[src/rtl/iw_pkg.sv]
package iw_pkg;

  localparam int unsigned MAX_WIDTH = 6;

  // population count over a vector no wider than the largest window
  function automatic logic [3:0] ones(input logic [7:0] v);
    logic [3:0] n;
    n = '0;
    for (int b = 0; b < 8; b++) n = n + {3'd0, v[b]};
    return n;
  endfunction

endpackage

[src/rtl/iw_scoreboard.sv]
module iw_scoreboard #(
  parameter int unsigned NREG = 32
) (
  input  logic            clk,
  input  logic            rst,
  input  logic [NREG-1:0] set_mask,
  input  logic            wb_vld,
  input  logic [$clog2(NREG)-1:0] wb_reg,
  output logic [NREG-1:0] busy
);

  logic [NREG-1:0] clr_mask;

  always_comb begin
    clr_mask = '0;
    if (wb_vld) clr_mask[wb_reg] = 1'b1;
  end

  // a new writer wins over a clear of the same register
  always_ff @(posedge clk) begin
    if (rst) busy <= '0;
    else     busy <= (busy & ~clr_mask) | set_mask;
  end

  p_set_busy_r6: assert property (@(posedge clk) disable iff (rst)
    1'b1 |=> ((busy & $past(set_mask)) == $past(set_mask)));

  p_wb_clears_r5: assert property (@(posedge clk) disable iff (rst)
    (wb_vld && !set_mask[wb_reg]) |=> !busy[$past(wb_reg)]);

endmodule

[src/rtl/iw_hazard.sv]
module iw_hazard #(
  parameter int unsigned W    = 4,
  parameter int unsigned NREG = 32,
  localparam int unsigned RW  = $clog2(NREG)
) (
  input  logic            clk,
  input  logic            rst,
  input  logic [W-1:0]    slot_vld,
  input  logic [W-1:0]    slot_dv,
  input  logic [RW-1:0]   slot_dst [W],
  input  logic [W-1:0]    slot_s1v,
  input  logic [RW-1:0]   slot_s1  [W],
  input  logic [W-1:0]    slot_s2v,
  input  logic [RW-1:0]   slot_s2  [W],
  input  logic [NREG-1:0] busy,
  input  logic            wb_vld,
  input  logic [RW-1:0]   wb_reg,
  input  logic [W-1:0]    grant,
  output logic [W-1:0]    ready
);

  logic [NREG-1:0] busy_eff;

  always_comb begin
    busy_eff = busy;
    if (wb_vld) busy_eff[wb_reg] = 1'b0;
  end

  for (genvar i = 0; i < W; i++) begin : g_slot
    logic haz;
    always_comb begin
      haz = 1'b0;
      if (slot_s1v[i] && busy_eff[slot_s1[i]]) haz = 1'b1;
      if (slot_s2v[i] && busy_eff[slot_s2[i]]) haz = 1'b1;
      if (slot_dv[i]  && busy_eff[slot_dst[i]]) haz = 1'b1;
      for (int j = 0; j < i; j++) begin
        if (slot_vld[j]) begin
          // true dependence on an older writer
          if (slot_dv[j] && slot_s1v[i] && slot_dst[j] == slot_s1[i]) haz = 1'b1;
          if (slot_dv[j] && slot_s2v[i] && slot_dst[j] == slot_s2[i]) haz = 1'b1;
          // output dependence
          if (slot_dv[j] && slot_dv[i] && slot_dst[j] == slot_dst[i]) haz = 1'b1;
          // anti dependence on an older reader
          if (slot_dv[i] && slot_s1v[j] && slot_s1[j] == slot_dst[i]) haz = 1'b1;
          if (slot_dv[i] && slot_s2v[j] && slot_s2[j] == slot_dst[i]) haz = 1'b1;
        end
      end
      ready[i] = slot_vld[i] && !haz;
    end

    p_src_free_r5: assert property (@(posedge clk) disable iff (rst)
      (grant[i] && slot_s1v[i]) |-> (!busy[slot_s1[i]] || (wb_vld && wb_reg == slot_s1[i])));
  end

endmodule

[src/rtl/iw_select.sv]
module iw_select #(
  parameter int unsigned W  = 4,
  localparam int unsigned CW = $clog2(W + 1)
) (
  input  logic          clk,
  input  logic          rst,
  input  logic [W-1:0]  ready,
  input  logic          inorder_mode,
  input  logic          flush,
  output logic [W-1:0]  grant,
  output logic [CW-1:0] cnt
);

  import iw_pkg::*;

  logic blocked;

  always_comb begin
    blocked = 1'b0;
    for (int i = 0; i < W; i++) begin
      grant[i] = ready[i] && !flush && !(inorder_mode && blocked);
      if (!ready[i]) blocked = 1'b1;
    end
    cnt = CW'(ones(8'(grant)));
  end

  for (genvar i = 0; i + 1 < W; i++) begin : g_ord
    p_strict_order_r7: assert property (@(posedge clk) disable iff (rst)
      (inorder_mode && !grant[i]) |-> !grant[i+1]);
  end

endmodule

[src/rtl/iw_window.sv]
module iw_window #(
  parameter int unsigned W   = 4,
  parameter int unsigned RW  = 5,
  parameter int unsigned TW  = 4,
  localparam int unsigned CW = $clog2(W + 1),
  localparam int unsigned IW = $clog2(W)
) (
  input  logic          clk,
  input  logic          rst,
  input  logic          flush,
  input  logic          aligned_mode,
  input  logic [W-1:0]  grant,
  input  logic [W-1:0]  fill_vld,
  input  logic [W-1:0]  fill_dv,
  input  logic [RW-1:0] fill_dst [W],
  input  logic [W-1:0]  fill_s1v,
  input  logic [RW-1:0] fill_s1  [W],
  input  logic [W-1:0]  fill_s2v,
  input  logic [RW-1:0] fill_s2  [W],
  input  logic [TW-1:0] fill_tag [W],
  output logic [W-1:0]  slot_vld,
  output logic [W-1:0]  slot_dv,
  output logic [RW-1:0] slot_dst [W],
  output logic [W-1:0]  slot_s1v,
  output logic [RW-1:0] slot_s1  [W],
  output logic [W-1:0]  slot_s2v,
  output logic [RW-1:0] slot_s2  [W],
  output logic [TW-1:0] slot_tag [W],
  output logic [CW-1:0] occ,
  output logic [CW-1:0] refill_cnt
);

  import iw_pkg::*;

  typedef struct packed {
    logic          vld;
    logic          dv;
    logic [RW-1:0] dst;
    logic          s1v;
    logic [RW-1:0] s1;
    logic          s2v;
    logic [RW-1:0] s2;
    logic [TW-1:0] tag;
  } ent_t;

  ent_t win [W];
  ent_t nxt [W];
  ent_t fin [W];

  for (genvar k = 0; k < W; k++) begin : g_io
    assign fin[k] = '{vld: fill_vld[k], dv: fill_dv[k], dst: fill_dst[k],
                      s1v: fill_s1v[k], s1: fill_s1[k], s2v: fill_s2v[k],
                      s2: fill_s2[k], tag: fill_tag[k]};
    assign slot_vld[k] = win[k].vld;
    assign slot_dv[k]  = win[k].dv;
    assign slot_dst[k] = win[k].dst;
    assign slot_s1v[k] = win[k].s1v;
    assign slot_s1[k]  = win[k].s1;
    assign slot_s2v[k] = win[k].s2v;
    assign slot_s2[k]  = win[k].s2;
    assign slot_tag[k] = win[k].tag;
  end

  assign occ = CW'(ones(8'(slot_vld)));

  always_comb begin
    if (aligned_mode) refill_cnt = (occ == '0) ? CW'(W) : '0;
    else              refill_cnt = CW'(W) - occ;
  end

  // survivors slide down in order, accepted fills follow them
  always_comb begin
    logic [CW-1:0] k;
    k = '0;
    for (int i = 0; i < W; i++) nxt[i] = '0;
    if (!flush) begin
      for (int i = 0; i < W; i++) begin
        if (win[i].vld && !grant[i] && k < CW'(W)) begin
          nxt[k[IW-1:0]] = win[i];
          k = k + CW'(1);
        end
      end
      for (int f = 0; f < W; f++) begin
        if (CW'(f) < refill_cnt && fin[f].vld && k < CW'(W)) begin
          nxt[k[IW-1:0]] = fin[f];
          k = k + CW'(1);
        end
      end
    end
  end

  always_ff @(posedge clk) begin
    for (int i = 0; i < W; i++) begin
      if (rst) win[i] <= '0;
      else     win[i] <= nxt[i];
    end
  end

  p_room_r10: assert property (@(posedge clk) disable iff (rst)
    (32'(occ) + 32'(refill_cnt)) <= W);

  p_flush_empty_r12: assert property (@(posedge clk) disable iff (rst)
    flush |=> (slot_vld == '0));

endmodule

[src/rtl/iw_issue_ctrl.sv]
module iw_issue_ctrl #(
  parameter int unsigned W    = 4,
  parameter int unsigned NREG = 32,
  parameter int unsigned TW   = 4,
  localparam int unsigned RW  = $clog2(NREG),
  localparam int unsigned CW  = $clog2(W + 1)
) (
  input  logic            clk,
  input  logic            rst,
  input  logic            flush,
  input  logic            aligned_mode,
  input  logic            inorder_mode,
  input  logic [W-1:0]    fill_vld,
  input  logic [W-1:0]    fill_dst_v,
  input  logic [W*RW-1:0] fill_dst,
  input  logic [W-1:0]    fill_s1_v,
  input  logic [W*RW-1:0] fill_s1,
  input  logic [W-1:0]    fill_s2_v,
  input  logic [W*RW-1:0] fill_s2,
  input  logic [W*TW-1:0] fill_tag,
  input  logic            wb_vld,
  input  logic [RW-1:0]   wb_reg,
  output logic [W-1:0]    issue_grant,
  output logic [W*TW-1:0] issue_tag,
  output logic [CW-1:0]   issue_cnt,
  output logic            refill_req,
  output logic [CW-1:0]   refill_cnt
);

  logic [RW-1:0]   f_dst [W];
  logic [RW-1:0]   f_s1  [W];
  logic [RW-1:0]   f_s2  [W];
  logic [TW-1:0]   f_tag [W];
  logic [W-1:0]    s_vld, s_dv, s_s1v, s_s2v, ready;
  logic [RW-1:0]   s_dst [W];
  logic [RW-1:0]   s_s1  [W];
  logic [RW-1:0]   s_s2  [W];
  logic [TW-1:0]   s_tag [W];
  logic [CW-1:0]   occ;
  logic [NREG-1:0] busy, set_mask;

  for (genvar k = 0; k < W; k++) begin : g_unpack
    assign f_dst[k] = fill_dst[k*RW +: RW];
    assign f_s1[k]  = fill_s1[k*RW +: RW];
    assign f_s2[k]  = fill_s2[k*RW +: RW];
    assign f_tag[k] = fill_tag[k*TW +: TW];
    assign issue_tag[k*TW +: TW] = s_tag[k];
  end

  always_comb begin
    set_mask = '0;
    for (int i = 0; i < W; i++)
      if (issue_grant[i] && s_dv[i]) set_mask[s_dst[i]] = 1'b1;
  end

  assign refill_req = (refill_cnt != '0);

  iw_window #(.W(W), .RW(RW), .TW(TW)) i_window (
    .clk, .rst, .flush, .aligned_mode,
    .grant(issue_grant),
    .fill_vld, .fill_dv(fill_dst_v), .fill_dst(f_dst),
    .fill_s1v(fill_s1_v), .fill_s1(f_s1),
    .fill_s2v(fill_s2_v), .fill_s2(f_s2), .fill_tag(f_tag),
    .slot_vld(s_vld), .slot_dv(s_dv), .slot_dst(s_dst),
    .slot_s1v(s_s1v), .slot_s1(s_s1), .slot_s2v(s_s2v), .slot_s2(s_s2),
    .slot_tag(s_tag), .occ, .refill_cnt
  );

  iw_hazard #(.W(W), .NREG(NREG)) i_hazard (
    .clk, .rst,
    .slot_vld(s_vld), .slot_dv(s_dv), .slot_dst(s_dst),
    .slot_s1v(s_s1v), .slot_s1(s_s1), .slot_s2v(s_s2v), .slot_s2(s_s2),
    .busy, .wb_vld, .wb_reg, .grant(issue_grant), .ready
  );

  iw_select #(.W(W)) i_select (
    .clk, .rst, .ready, .inorder_mode, .flush,
    .grant(issue_grant), .cnt(issue_cnt)
  );

  iw_scoreboard #(.NREG(NREG)) i_scoreboard (
    .clk, .rst, .set_mask, .wb_vld, .wb_reg, .busy
  );

  for (genvar i = 0; i < W; i++) begin : g_chk
    p_grant_occupied_r11: assert property (@(posedge clk) disable iff (rst)
      issue_grant[i] |-> s_vld[i]);
  end

  p_cnt_bound_r11: assert property (@(posedge clk) disable iff (rst)
    issue_cnt <= occ);

endmodule

[config.mk]
export PLATFORM = sky130hd
export DESIGN_NAME = iw_issue_ctrl
export DESIGN_NICKNAME = d
export VERILOG_FILES = /design/src/rtl/iw_pkg.sv /design/src/rtl/iw_scoreboard.sv /design/src/rtl/iw_hazard.sv /design/src/rtl/iw_select.sv /design/src/rtl/iw_window.sv /design/src/rtl/iw_issue_ctrl.sv
export SDC_FILE = /design/constraint.sdc
export NUM_CORES = 1
export LEC_CHECK = 0
export ABC_AREA = 1
export BUFFER_PORTS_ARGS = -buffer_cell sky130_fd_sc_hd__buf_2
export CORE_ASPECT_RATIO = 1.1
export CORE_MARGIN = 1
export CORE_UTILIZATION = 34
export CTS_CLUSTER_DIAMETER = 60
export CTS_CLUSTER_SIZE = 8
export DETAILED_ROUTE_END_ITERATION = 7
export PLACE_DENSITY = 0.49
export SLEW_MARGIN = 20
export SYNTH_ARGS = -nofsm -noshare
export SYNTH_HDL_FRONTEND = slang
export SYNTH_HIERARCHICAL = 1
export SYNTH_SLANG_ARGS = --single-unit
[constraint.sdc]
create_clock -name clk -period 5.9 [get_ports clk]
set_input_delay 0.59 -clock clk [delete_from_list [all_inputs] [get_ports clk]]
set_output_delay 0.59 -clock clk [all_outputs]
set_load 0.01 [all_outputs]
==> impl_metrics.yaml <==
floorplan:
  dieArea_sq_mm: 0.05731
  core_sq_mm: 0.05529
  fp.dieW_um: 228.3
  num_io_pins: 130
  initial_core_util_pct: 34.65
  rows: 90
  die_h_um: 251.0
logic_synthesis:
  synth_area_leaders: "nand3_1 25%, nand2_1 24%, dfxtp_1 13%, nor2_1 11%, inv_1 4.3%"
  ys_types: 47
  syn-cell-area_sq_mm: 0.01916
  syn_nets: 3963
  synth_cells: 3833
  synth-seq-area-share_pct: 12.96
  ys_ff_latch: 124
  synth_top_area_share_pct: 24.58
  postSynthAreaPerCell_sq_um: 4.999
  yosysTopAreaCell: "nand3_1"
  yosysWarnings: 6
timing:
  tightestPinTransition_ns: 1.045
  fmax_mhz: 176.1
  final_hold_viol_count: 0
  fin_crit_sh_pct: 96.24
  hold_ws_ns: 0.3950
  setup_violations: 0
  layout_setup_ws_ns: 0.2218
  finClkSkew_ns: 0.01582
  tns_ns: 0
  slew_violations: 0
  min_period_ns: 5.678
  slew_headroom_pct: 30.26
route:
  dr.pass1.iters: 8
  via_per_inst: 5.809
  ant_nets: 0
  vias: 27920
  wirelength_um: 108700
  wl_per_cell_um: 22.61
  drt_iter0_drc: 3613
  drc: 1
final_layout:
  n_fill_cell: 6217
  fin_nets: 4186
  area_delta_synth_final_pct: 23.82
  drive_gt1_share_pct: 16.66
run_status:
  violations: "DRC"
  status: "complete, but fails checks"
clock_tree:
  clk_path_buf_depth: 2
  clock_sinks: 124
  clkLatencyLatePin_ns: 0.49
  clk_pin_slew_worst_paths_ns: 0.07
  cts_root_buffer: "clkbuf_16"
  numCtsBuffers: 17
  cts_tree: "done"
  ctsHoldBuffers: 0
  h-tree-depth: 4
power_and_ir_drop:
  leakage_uw: 0.01101
  power.density_mw_per_mm2: 501.2
  ir_drop_uv: 590.9
global_route:
  grt_usage_pct: 36.44
  grt_overflow: 0
  grt_pass1_wl_um: 159900
  grt_pass1_vias: 25660
  grt_max_degree: 84
  antenna_found_initial: 1
setup_path:
  ff2ff_path_depth: 35
  cp-startpoint: "i_window/win[3][20]$_SDFF_PP0_"
  path_max_fanout: 10
  worstSetupEndpointType: "flip-flop"
  timing.rr.start: "i_window/win[3][20]$_SDFF_PP0_"
  cp.depth: 35
  cpMostUsedCell: "nand2_1"
  reg2reg_to: "i_window/win[1][14]$_SDFF_PP0_"
  critPathSlowestCell: "clkinv_1"
  rrSetupSlack_ns: 0.22
  crit_buf_inv: 7
  crit_type: "reg -> reg"
  arrival_ns: 6.09
  cp_top_family: "simple AND/OR/NAND/NOR gates"
  cpPeakStageDelay_ns: 0.53
  crit_end: "i_window/win[1][14]$_SDFF_PP0_"
  worstSetupStartpointType: "flip-flop"
  cp.required_ns: 6.31
hold_path:
  worstHoldPathType: "in -> reg"
flow_run:
  drv_cap: 0
placed_design:
  port_buffers: 129
  place_ws_ns: -0.3096
  gp_congestion: 1.020
  dpl.hpwl_um: 79290
## worst min-delay path: stages
cell and delay (ns):
buf_2 0.13, nor2_1 0.05, nor2_1 0.07
## routing by layer
layer,up-vias,GRT usage [%],wire (um)
li1,12970,-,-
met1,12490,43.99,41560
met2,1972,58.74,48050
met3,487,7.861,11490
met4,2,22.99,7572
met5,-,0,17
## logic make-up after synthesis
| logic type | after synthesis | synth area share (%) |
|---|---|---|
| buffers and inverters | 544 | 11.73 |
| AND/OR/NAND/NOR | 2779 | 62.49 |
| AO/OA/AOI/OAI | 346 | 10.39 |
| XOR/XNOR | 13 | 0.5943 |
| adder cells (fa/ha/maj) | 27 | 1.842 |
| flip-flops | 124 | 12.96 |
## layout make-up
cell class	count	area, sq um	share of cell area [%]
multi-input cells	3165	14690	61.92
repair buffers	484	3975	16.76
flip-flops and latches	124	2489	10.49
inverters	264	1012	4.267
well taps	736	920.9	3.882
clock buffers	21	470.5	1.983
clock inverters	11	165.2	0.6962
diodes	1	2.502	0.01055
## cells in the mapped netlist, drive strengths merged
cell type,instances
nand3,949
buf,117
o21a,1
fa,2
o21ai,104
ha,25
nor3,18
or3,1
a21oi,108
nor4,1
inv,251
a21boi,3
dfxtp,124
o211ai,41
and2,1
o22ai,86
nand3b,1
nand2,1216
nor2,555
clkbuf,163
clkinv,13
or2,23
xor2,11
a221oi,1
a211oi,2
nand4,14
xnor2,2
## report_power, final
part	internal (uW)	total, uW	switching [uW]	leakage (uW)
Sequential	1040	1440	396	0.00101
Combinational	3240	9260	6030	0.00970
Clock	736	1190	451	0.000301
## how the worst min path moves through the flow
| stage | from | end | cells past startpoint |
|---|---|---|---|
| final | fill_tag[12] | i_window/win[2][0]$_SDFF_PP0_ | 3 |
| after global routing | fill_s2[19] | i_window/win[3][8]$_SDFF_PP0_ | 3 |
| after CTS | fill_tag[15] | i_window/win[1][3]$_SDFF_PP0_ | 3 |
| after detailed placement | i_scoreboard/busy[1]$_SDFF_PP0_ | i_scoreboard/busy[1]$_SDFF_PP0_ | 3 |
| after global placement | i_scoreboard/busy[1]$_SDFF_PP0_ | i_scoreboard/busy[1]$_SDFF_PP0_ | 3 |
| after floorplan | i_scoreboard/busy[5]$_SDFF_PP0_ | i_scoreboard/busy[5]$_SDFF_PP0_ | 2 |
## cell usage in the layout, fill, tap and decap left out, types with 5 or more instances in the layout
master      netlist  layout
o21ai_1          13      11
clkinvlp_4        0       9
nor2_1          538     524
clkinv_1         13       8
ha_1             25      25
clkbuf_16         0      21
nor3_1           16      16
dfxtp_2           0       5
o21ai_0          89      89
buf_4             9     293
o22ai_1          86      86
nor2_2            8      10
o211ai_1         41      41
nand3_2           4       8
dfxtp_1         124     119
nand3_1         941     937
buf_6             9      15
buf_2            81     129
inv_2            29      32
nor2_4            8      20
xor2_1           11      11
buf_12            0      43
a21oi_1         106     104
nand4_1          13      13
inv_1           221     218
or2_2            23      23
nand2_2           9      34
nand2_1        1206    1173
nand2_4           1       9
## through the flow
| step | total power (uW) | instance area (sq um) | util, % | cells |
|---|---|---|---|---|
| after floorplan | 6367 | 19160 | - | 3833 |
| after global placement | 9991 | 22520 | 40.72 | 4750 |
| after detailed placement | 9951 | 22520 | 40.72 | 4750 |
| after CTS | 11160 | 23150 | 41.87 | 4782 |
| after global routing | 12570 | 23720 | 42.90 | 4805 |
| final | 11890 | 23720 | 42.91 | 4806 |
## what timing repair did
item / 4_1_cts / 5_1_grt
endpoints found under the setup margin: 0 / 92
setup buffers: 0 / 15
gates resized for setup: 0 / 92
## registers in the layout, summed over array words and instances (netlist names)
name	cells
i_scoreboard/busy	32
i_window/win	92
(Power assumes the default switching activity.)
